==> src/rtl/adc_resp_pkg.sv <==
package adc_resp_pkg;

  typedef enum logic [2:0] {
    ST_IDLE = 3'd0,
    ST_CMD  = 3'd1,
    ST_GAP  = 3'd2,
    ST_NULL = 3'd3,
    ST_SEND = 3'd4,
    ST_TAIL = 3'd5
  } seq_state_t;

  function automatic int cnt_width(input int a, input int b);
    return $clog2(((a > b) ? a : b) + 1);
  endfunction

endpackage

==> src/rtl/adc_resp_sync.sv <==
module adc_resp_sync #(
  parameter int           W       = 3,
  parameter int           STAGES  = 2,
  parameter logic [W-1:0] RST_VAL = '0
) (
  input  logic         clk,
  input  logic         rst,
  input  logic [W-1:0] d,
  output logic [W-1:0] q
);

  logic [STAGES-1:0][W-1:0] stg;

  always_ff @(posedge clk) begin
    if (rst) begin
      for (int i = 0; i < STAGES; i++) stg[i] <= RST_VAL;
    end else begin
      stg[0] <= d;
      for (int i = 1; i < STAGES; i++) stg[i] <= stg[i-1];
    end
  end

  assign q = stg[STAGES-1];

endmodule

==> src/rtl/adc_resp_fsm.sv <==
module adc_resp_fsm
  import adc_resp_pkg::*;
#(
  parameter int CH_W = 3,
  parameter int RES  = 10
) (
  input  logic            clk,
  input  logic            rst,
  input  logic            cs_idle,
  input  logic            sclk_rise,
  input  logic            sclk_fall,
  input  logic            mosi_s,
  output seq_state_t      state,
  output logic            load,
  output logic [CH_W-1:0] load_chan,
  output logic            shift,
  output logic            done,
  output logic            mode_q,
  output logic [CH_W-1:0] chan_q
);

  localparam int CMD_W = 1 + CH_W;
  localparam int CNT_W = cnt_width(RES, CMD_W);

  logic [CMD_W-2:0] sr;
  logic [CMD_W-1:0] sr_next;
  logic [CNT_W-1:0] cnt;
  logic             cmd_last;

  assign sr_next   = {sr, mosi_s};
  assign cmd_last  = (state == ST_CMD) && sclk_rise && (cnt == CNT_W'(CMD_W - 1));
  assign load      = cmd_last;
  assign load_chan = sr_next[CH_W-1:0];
  assign shift     = (state == ST_SEND) && sclk_fall && (cnt != '0);

  always_ff @(posedge clk) begin
    if (rst) begin
      state  <= ST_IDLE;
      cnt    <= '0;
      sr     <= '0;
      done   <= 1'b0;
      mode_q <= 1'b0;
      chan_q <= '0;
    end else if (cs_idle) begin
      state <= ST_IDLE;
      cnt   <= '0;
      sr    <= '0;
      done  <= 1'b0;
    end else begin
      done <= 1'b0;
      unique case (state)
        ST_IDLE: begin
          if (sclk_rise && mosi_s) begin
            state <= ST_CMD;
            cnt   <= '0;
          end
        end
        ST_CMD: begin
          if (sclk_rise) begin
            sr <= sr_next[CMD_W-2:0];
            if (cmd_last) begin
              state  <= ST_GAP;
              mode_q <= sr_next[CMD_W-1];
              chan_q <= sr_next[CH_W-1:0];
            end else begin
              cnt <= cnt + 1'b1;
            end
          end
        end
        ST_GAP: begin
          if (sclk_fall) state <= ST_NULL;
        end
        ST_NULL: begin
          if (sclk_fall) begin
            state <= ST_SEND;
            cnt   <= CNT_W'(RES - 1);
          end
        end
        ST_SEND: begin
          if (sclk_rise && (cnt == '0)) begin
            state <= ST_TAIL;
            done  <= 1'b1;
          end else if (shift) begin
            cnt <= cnt - 1'b1;
          end
        end
        ST_TAIL: state <= ST_TAIL;
        default: state <= ST_IDLE;
      endcase
    end
  end

endmodule

==> src/rtl/adc_resp_txshift.sv <==
module adc_resp_txshift #(
  parameter int RES = 10
) (
  input  logic           clk,
  input  logic           rst,
  input  logic           load,
  input  logic [RES-1:0] din,
  input  logic           shift,
  output logic           msb
);

  logic [RES-1:0] sh;

  always_ff @(posedge clk) begin
    if (rst)        sh <= '0;
    else if (load)  sh <= din;
    else if (shift) sh <= {sh[RES-2:0], 1'b0};
  end

  assign msb = sh[RES-1];

endmodule

==> src/rtl/spi_adc_responder.sv <==
module spi_adc_responder
  import adc_resp_pkg::*;
#(
  parameter int  NCH         = 8,
  parameter int  RES         = 10,
  parameter int  SYNC_STAGES = 2,
  localparam int CH_W        = $clog2(NCH)
) (
  input  logic               clk,
  input  logic               rst,
  input  logic               cs_n,
  input  logic               sclk,
  input  logic               mosi,
  input  logic [NCH*RES-1:0] ch_values,
  output logic               miso,
  output logic               miso_oe,
  output logic               done,
  output logic               cmd_mode,
  output logic [CH_W-1:0]    cmd_chan
);

  logic [2:0]      pins_s;
  logic            cs_s, sclk_s, mosi_s, sclk_prev;
  logic            sclk_rise, sclk_fall;
  seq_state_t      seq_state;
  logic            ld, sh, tx_bit;
  logic [CH_W-1:0] ld_chan;
  logic [RES-1:0]  ch_arr [NCH];
  logic            miso_r, oe_r;

  adc_resp_sync #(.W(3), .STAGES(SYNC_STAGES), .RST_VAL(3'b100)) u_sync (
    .clk(clk), .rst(rst), .d({cs_n, sclk, mosi}), .q(pins_s)
  );

  assign cs_s   = pins_s[2];
  assign sclk_s = pins_s[1];
  assign mosi_s = pins_s[0];

  always_ff @(posedge clk) begin
    if (rst) sclk_prev <= 1'b0;
    else     sclk_prev <= sclk_s;
  end

  assign sclk_rise = sclk_s & ~sclk_prev;
  assign sclk_fall = ~sclk_s & sclk_prev;

  generate
    for (genvar k = 0; k < NCH; k++) begin : g_ch
      assign ch_arr[k] = ch_values[k*RES +: RES];
    end
  endgenerate

  adc_resp_fsm #(.CH_W(CH_W), .RES(RES)) u_fsm (
    .clk(clk), .rst(rst), .cs_idle(cs_s),
    .sclk_rise(sclk_rise), .sclk_fall(sclk_fall), .mosi_s(mosi_s),
    .state(seq_state), .load(ld), .load_chan(ld_chan), .shift(sh),
    .done(done), .mode_q(cmd_mode), .chan_q(cmd_chan)
  );

  adc_resp_txshift #(.RES(RES)) u_tx (
    .clk(clk), .rst(rst), .load(ld), .din(ch_arr[ld_chan]),
    .shift(sh), .msb(tx_bit)
  );

  always_ff @(posedge clk) begin
    if (rst) begin
      miso_r <= 1'b0;
      oe_r   <= 1'b0;
    end else begin
      oe_r   <= ~cs_s;
      miso_r <= ~cs_s && (seq_state == ST_SEND) && tx_bit;
    end
  end

  assign miso    = miso_r;
  assign miso_oe = oe_r;

endmodule

==> config.mk <==
export PLATFORM = sky130hd
export DESIGN_NAME = spi_adc_responder
export DESIGN_NICKNAME = d
export VERILOG_FILES = /design/src/rtl/adc_resp_pkg.sv /design/src/rtl/adc_resp_sync.sv /design/src/rtl/adc_resp_fsm.sv /design/src/rtl/adc_resp_txshift.sv /design/src/rtl/spi_adc_responder.sv
export SDC_FILE = /design/constraint.sdc
export NUM_CORES = 1
export LEC_CHECK = 0
export ABC_AREA = 1
export BUFFER_PORTS_ARGS = -buffer_cell sky130_fd_sc_hd__buf_4
export CAP_MARGIN = 25
export CORE_MARGIN = 1
export CORE_UTILIZATION = 30
export DETAILED_ROUTE_END_ITERATION = 7
export PLACE_DENSITY_LB_ADDON = 0.25
export SETUP_SLACK_MARGIN = 0.1
export SLEW_MARGIN = 10
export SYNTH_ARGS = -nofsm -noshare
export SYNTH_HDL_FRONTEND = slang
export SYNTH_SLANG_ARGS = --single-unit
==> constraint.sdc <==
create_clock -name clk -period 1.97 [get_ports clk]
set_clock_uncertainty 0.1 [all_clocks]
set_input_delay 0.394 -clock clk [delete_from_list [all_inputs] [get_ports clk]]
set_output_delay 0.394 -clock clk [all_outputs]
set_load 0.01 [all_outputs]
* Word level (Yosys, flattened, before mapping)
Cells that the tools add are included.
** Word-level totals
- Latch bits :: 0
- Memories kept :: 0
- Output and inout port bits :: 7
- Register bits after elaboration :: 34
- Bits of input ports :: 85
- RAM bits :: 0
- ROM bits :: 0
- Logic and storage cells :: 76
** Operators by class
- $mul :: 0
- Eq/ne operators :: 15
- Div/mod/pow operators :: 0
- Order comparisons :: 1
- Shift operators :: 0
- Reductions and logical operators :: 19
- Add/sub/neg operators :: 2
- Bitwise operators :: 7
- Mux-type cells :: 20
** Operators with widths (number)
- $mux W10 :: 4
- $bmux W10 S3 :: 1
- $mux W4 :: 6
- $mux W3 :: 6
- $pmux W3 S6 :: 1
- $pmux W4 S4 :: 1
- $ne A2 B1 Y1 const B :: 5
- $logic_and A1 B1 Y1 :: 8
- $ne A2 B2 Y1 const B :: 4
- $reduce_bool A4 Y1 :: 2
- $reduce_and A7 Y1 :: 1
- $eq A3 B2 Y1 const B :: 2
- $eq A3 B3 Y1 const B :: 2
- $reduce_and A6 Y1 :: 1
- $add A4 B1 Y4 const B :: 1
- $eq A4 B2 Y1 const B :: 1
- $ge A4 B4 Y1 const B :: 1
- $logic_not A4 Y1 :: 1
- $not A1 Y1 :: 4
- $not A3 Y4 :: 1
- $reduce_and A4 Y1 :: 1
- $sub A4 B1 Y4 const B :: 1
- $eq A3 B1 Y1 const B :: 1
- $logic_not A3 Y1 :: 1
- 6 further kinds :: 7

* Logic depth before layout (Yosys ltp)
- Depth in word-level cells :: 7
- Depth in mapped cells :: 14
- Depth with buffers taken out :: 13

* Cells and area by module
From an unflattened synthesis, not the netlist that was laid out.
** Second synthesis, totals
- Cell total of the unflattened synthesis :: 517
- Area total of the unflattened synthesis :: 2826.5 um^2
** By module, submodules not included
- spi_adc_responder :: sequential area each 60.1 um^2, cells an instance 281, area each 1244.9 um^2, times used 1
- adc_resp_fsm :: sequential area each 300.3 um^2, cells an instance 140, area each 909.6 um^2, times used 1
- adc_resp_txshift :: sequential area each 200.2 um^2, cells an instance 74, area each 480.5 um^2, times used 1
- adc_resp_sync :: sequential area each 120.1 um^2, cells an instance 22, area each 191.4 um^2, times used 1

* Worst setup path before layout
OpenSTA, ideal clock, no wires.
- Path kind :: reg-to-reg
- Start :: register u_fsm.state[0]
- End :: register u_fsm.cnt[3]
- Buffers on the path :: 1
- Arrival time :: 1484 ps
- Clock period less this slack :: 1704 ps
- Setup time :: 120 ps
- Data required time :: 1750 ps
- Path slack :: 266 ps
- Cell stages (with the launch flop) :: 14
- Cell sequence :: dfxtp_1 -> buf_4 -> nor2_2 -> nand2_2 -> inv_2 -> ha_1 -> nand4_1 -> nand2_1 -> inv_1 -> nand2_1 -> nand2_1 -> nand2_1 -> nand2_1 -> a21oi_1
** On the way
- Cells in the longest elaborated chain, start to end :: 5
- Elaborated cells on any way between the ends :: 17
- Classes of those cells :: 9 x eq/ne; 1 x mux; 7 x reduce/logical
** RTL lines
- start, declared :: line adc_resp_fsm.sv:13 : output seq_state_t state,
- start signal, assigned :: line adc_resp_fsm.sv:38 : state <= ST_IDLE;
- start signal, assigned :: line adc_resp_fsm.sv:45 : state <= ST_IDLE;
- start signal, assigned :: line adc_resp_fsm.sv:54 : state <= ST_CMD;
- $eq A3 B3 Y1 or $eq A3 B1 Y1 (tied branches) :: line adc_resp_fsm.sv:34, adc_resp_fsm.sv:51, adc_resp_fsm.sv:31
- $logic_and A1 B1 Y1, on equally long branches (2 in series) :: line adc_resp_fsm.sv:34, adc_resp_fsm.sv:31
- $ne A2 B2 Y1 (no line)
- $reduce_and A7 Y1 (no line)
- end signal, assigned :: line adc_resp_fsm.sv:66 : cnt <= cnt + 1'b1;
- end signal, assigned :: line adc_resp_fsm.sv:76 : cnt <= CNT_W'(RES - 1);
- end signal, assigned :: line adc_resp_fsm.sv:84 : cnt <= cnt - 1'b1;
- end, declared :: line adc_resp_fsm.sv:27 : logic [CNT_W-1:0] cnt;
Parallel ways exist; a longest one is shown, timed or not.
A chain may end at the register's enable or synchronous reset.

* Worst setup path after layout
- Start :: register u_fsm.state[0]
- End :: register u_fsm.cnt[2]
The elaborated chain is that of the path after synthesis.

==> run metrics <==
first-pass GRT wire length 11000 um; Yosys Warn Count 0; routed wire length 6830 um; depth of the CTS H-tree 2; post-synthesis net count 445; CTS Sinks 34; cell area after technology mapping 2250 sq um; drt initial violations 135; largest net degree at the start of global routing 42; worst setup path category reg -> reg; unrepaired setup endpoints after global routing true; CTS clk-pin slew, worst paths 0.07 ns; antenna violations before repair 0; Slew Viols, Final 0; crit-path max cell delay 0.37 ns; vias in the first global route 2428; Die Width 88.7 um; post-route ant nets 0; fin crit share 0.859; Root Buffer clkbuf_8; clk_lat worst skew 0.28 ns; placer's final routability congestion estimate 0.841; static leakage 1.41 nW; Slew Limit Headroom 0.720; Die H 88.7 um; slowest stage cell, crit path dfxtp_2; TritonCTS clock tree built; First-pass DRT Iterations 4; hold_buf cts 0; routed len/inst 12.6 um; layout cells sized above 1 0.288; die area 7870 sq um; area added between synthesis and finish 39.8%; post-route setup TNS 0 ns; post-route setup slack 0.278 ns; DP Cell Count 535; Worst VDD drop 0.296 mV; CP required 2.09 ns; CP Capture Type flip-flop; synthesized area per cell 6.30 sq um; Worst setup SP type flip-flop; max frequency 0.591 GHz; vias post-DR 2574; Hold Vio Cnt, Final 0; outcome complete, no violations; post-placement setup slack 0.161 ns; clock buffer depth 2; core area 7250 sq um; setup violators final 0; post-DP HPWL 5090 um; Netlist cell types 32; pwr dens 455 nW/um^2; global route total overflow 0; Port Buffers 91; Mapped Cells 358; worst-path cell chain nor2_2 -> nand3_1 -> nand2_1 -> inv_1 -> ha_1 -> inv_1 -> nand2_1 -> nand2_1 -> nand3_1 -> nand2_1 -> o21ai_0 -> nor2_1; post-layout min period 1.69 ns; Net count, final 530; Boundary Pins 92; overall routing resource usage 0.178; Worst Hold Class in -> reg; Worst Tran Pin Value 0.419 ns; initial core utilization 0.311; #FFs+latches synth 34; DRC viols 0; CP arrival 1.82 ns; Ant. Diodes 0; Cell Rows 31; vias per inst 4.74; sequential area share after synthesis 0.302; CP most frequent cell nand2_1; CTS buffer count 5; Hold WS 0.192 ns; Final Non-Filler Cells 543; Worst Path Max Fanout 8; Max Cap Violations 0
layout make-up:
cell class                 count  area [sq um]
clock buffer                   6          72.6
timing repair buffer         100           776
multi-input combinational    274          1380
clock inverter                 2          13.8
fill                         765          4100
sequential                    34           684
tap                           99           124
inverter                      28           106
power by group:
group	leakage (nW)	internal [W]	switching [W]
sequential	0.277	0.000694	0.00000529
combinational	1.09	0.000140	0.0000839
clock	0.0452	0.000249	0.000260
path summary, 6_finish.rpt:
| check | from | end | slack (ns) | cells after the start |
|---|---|---|---|---|
| worst max-delay path | u_fsm.state[0] | u_fsm.cnt[2] | 0.28 | 12 |
| worst max register to register | u_fsm.state[0] | u_fsm.cnt[2] | 0.28 | 12 |
| worst min register to register | u_sync.stg[0] | u_sync.q[0] | 0.31 | 2 |
| worst min-delay path | cs_n | u_sync.stg[2] | 0.19 | 2 |
synthesized netlist by cell type:
| cell | count | area [sq um] |
|---|---|---|
| nand2_4 | 1 | 11.3 |
| buf_4 | 2 | 15.0 |
| nor2_2 | 3 | 18.8 |
| nor2_1 | 83 | 312 |
| nand2_1 | 35 | 131 |
| nand3_1 | 17 | 85.1 |
| nand3b_1 | 2 | 15.0 |
| buf_2 | 6 | 30.0 |
| inv_1 | 23 | 86.3 |
| nand2_2 | 1 | 6.26 |
| o21ai_2 | 1 | 8.76 |
| nand4_1 | 1 | 6.26 |
| or2_0 | 1 | 6.26 |
| nor2_8 | 1 | 20.0 |
| a211oi_1 | 1 | 7.51 |
| nor3b_1 | 1 | 7.51 |
| nand3_4 | 1 | 17.5 |
| o211ai_1 | 20 | 150 |
| o21ai_1 | 6 | 30.0 |
| nor3_1 | 4 | 20.0 |
| o21bai_1 | 1 | 7.51 |
| o21ai_4 | 1 | 16.3 |
| clkinv_2 | 1 | 5.00 |
| inv_2 | 4 | 15.0 |
| clkbuf_1 | 14 | 52.6 |
| o21ai_0 | 56 | 280 |
| a21oi_1 | 31 | 155 |
| ha_1 | 2 | 25.0 |
| nor3_2 | 1 | 10.0 |
| or2_2 | 2 | 12.5 |
| dfxtp_1 | 34 | 681 |
| nand3_2 | 1 | 10.0 |
worst max-delay path, delay by kind of cell (launching register included):
kind / cells / cell delay (ns)
DFF: 1 / 0.37
and+or+nand+nor: 8 / 0.81
buffers and inverters: 2 / 0.12
AOI/OAI and AO/OA: 1 / 0.07
adders and majority gates: 1 / 0.18
cells by family after synthesis:
group,Yosys count,synth area share
simple gates,155,0.306
flops,34,0.302
compound gates,117,0.291
buf+inv,50,0.0904
fa+ha+maj,2,0.0111
stage by stage:
step / power, W / utilization / area (sq um)
after global routing: 0.00151 / 0.435 / 3150
after detailed placement: 0.000940 / 0.421 / 3060
after floorplan: 0.000793 / - / 2250
after CTS: 0.00145 / 0.433 / 3140
final: 0.00143 / 0.435 / 3150
after global placement: 0.000938 / 0.421 / 3060
registers in the layout, summed over array words and instances (netlist names):
register      cells
u_tx.sh          10
u_fsm.cnt         4
u_fsm.chan_q      3
u_fsm.sr          3
u_fsm.state       3
u_sync.q          3
u_sync.stg        3
miso              1
miso_oe           1
sclk_prev         1
u_fsm.done        1
u_fsm.mode_q      1
layer usage:
| layer | vias to the layer above | GRT usage | part of all wire |
|---|---|---|---|
| met1 | 1148 | 0.216 | 0.45 |
| met2 | 50 | 0.322 | 0.50 |
| met3 | 9 | 0.0299 | 0.034 |
| li1 | 1367 | - | - |
| met5 | - | 0 | 0 |
| met4 | 0 | 0.0499 | 0.013 |
cell usage in the layout, fill, tap and decap left out:
master    count
nor3_1        4
dfxtp_1      31
nand2_1      35
nand2_2       1
ha_1          2
buf_12        2
o21bai_1      1
clkinv_2      2
nor3b_1       1
nor2_4        1
clkinv_4      1
nand3b_1      2
or2_2         2
or2_1         1
nor2_8        1
nor2_1       83
clkbuf_1      1
inv_2         4
a211oi_1      1
nand4_1       1
nor3_2        1
nand3_4       1
nor2_2        2
o21ai_1       6
o21ai_2       1
o211ai_1     20
nand3_1      17
dfxtp_2       3
clkbuf_8      5
nand2_4       1
o21ai_4       1
buf_4        98
o21ai_0      56
nand3_2       1
a21oi_1      31
inv_1        23
what timing repair did:
item / in CTS / in global routing
endpoints found under the setup margin: 0 / 18
resized for setup: 0 / 5
setup buffers: 0 / 0
No activity file was read; power rests on OpenSTA's default activity.
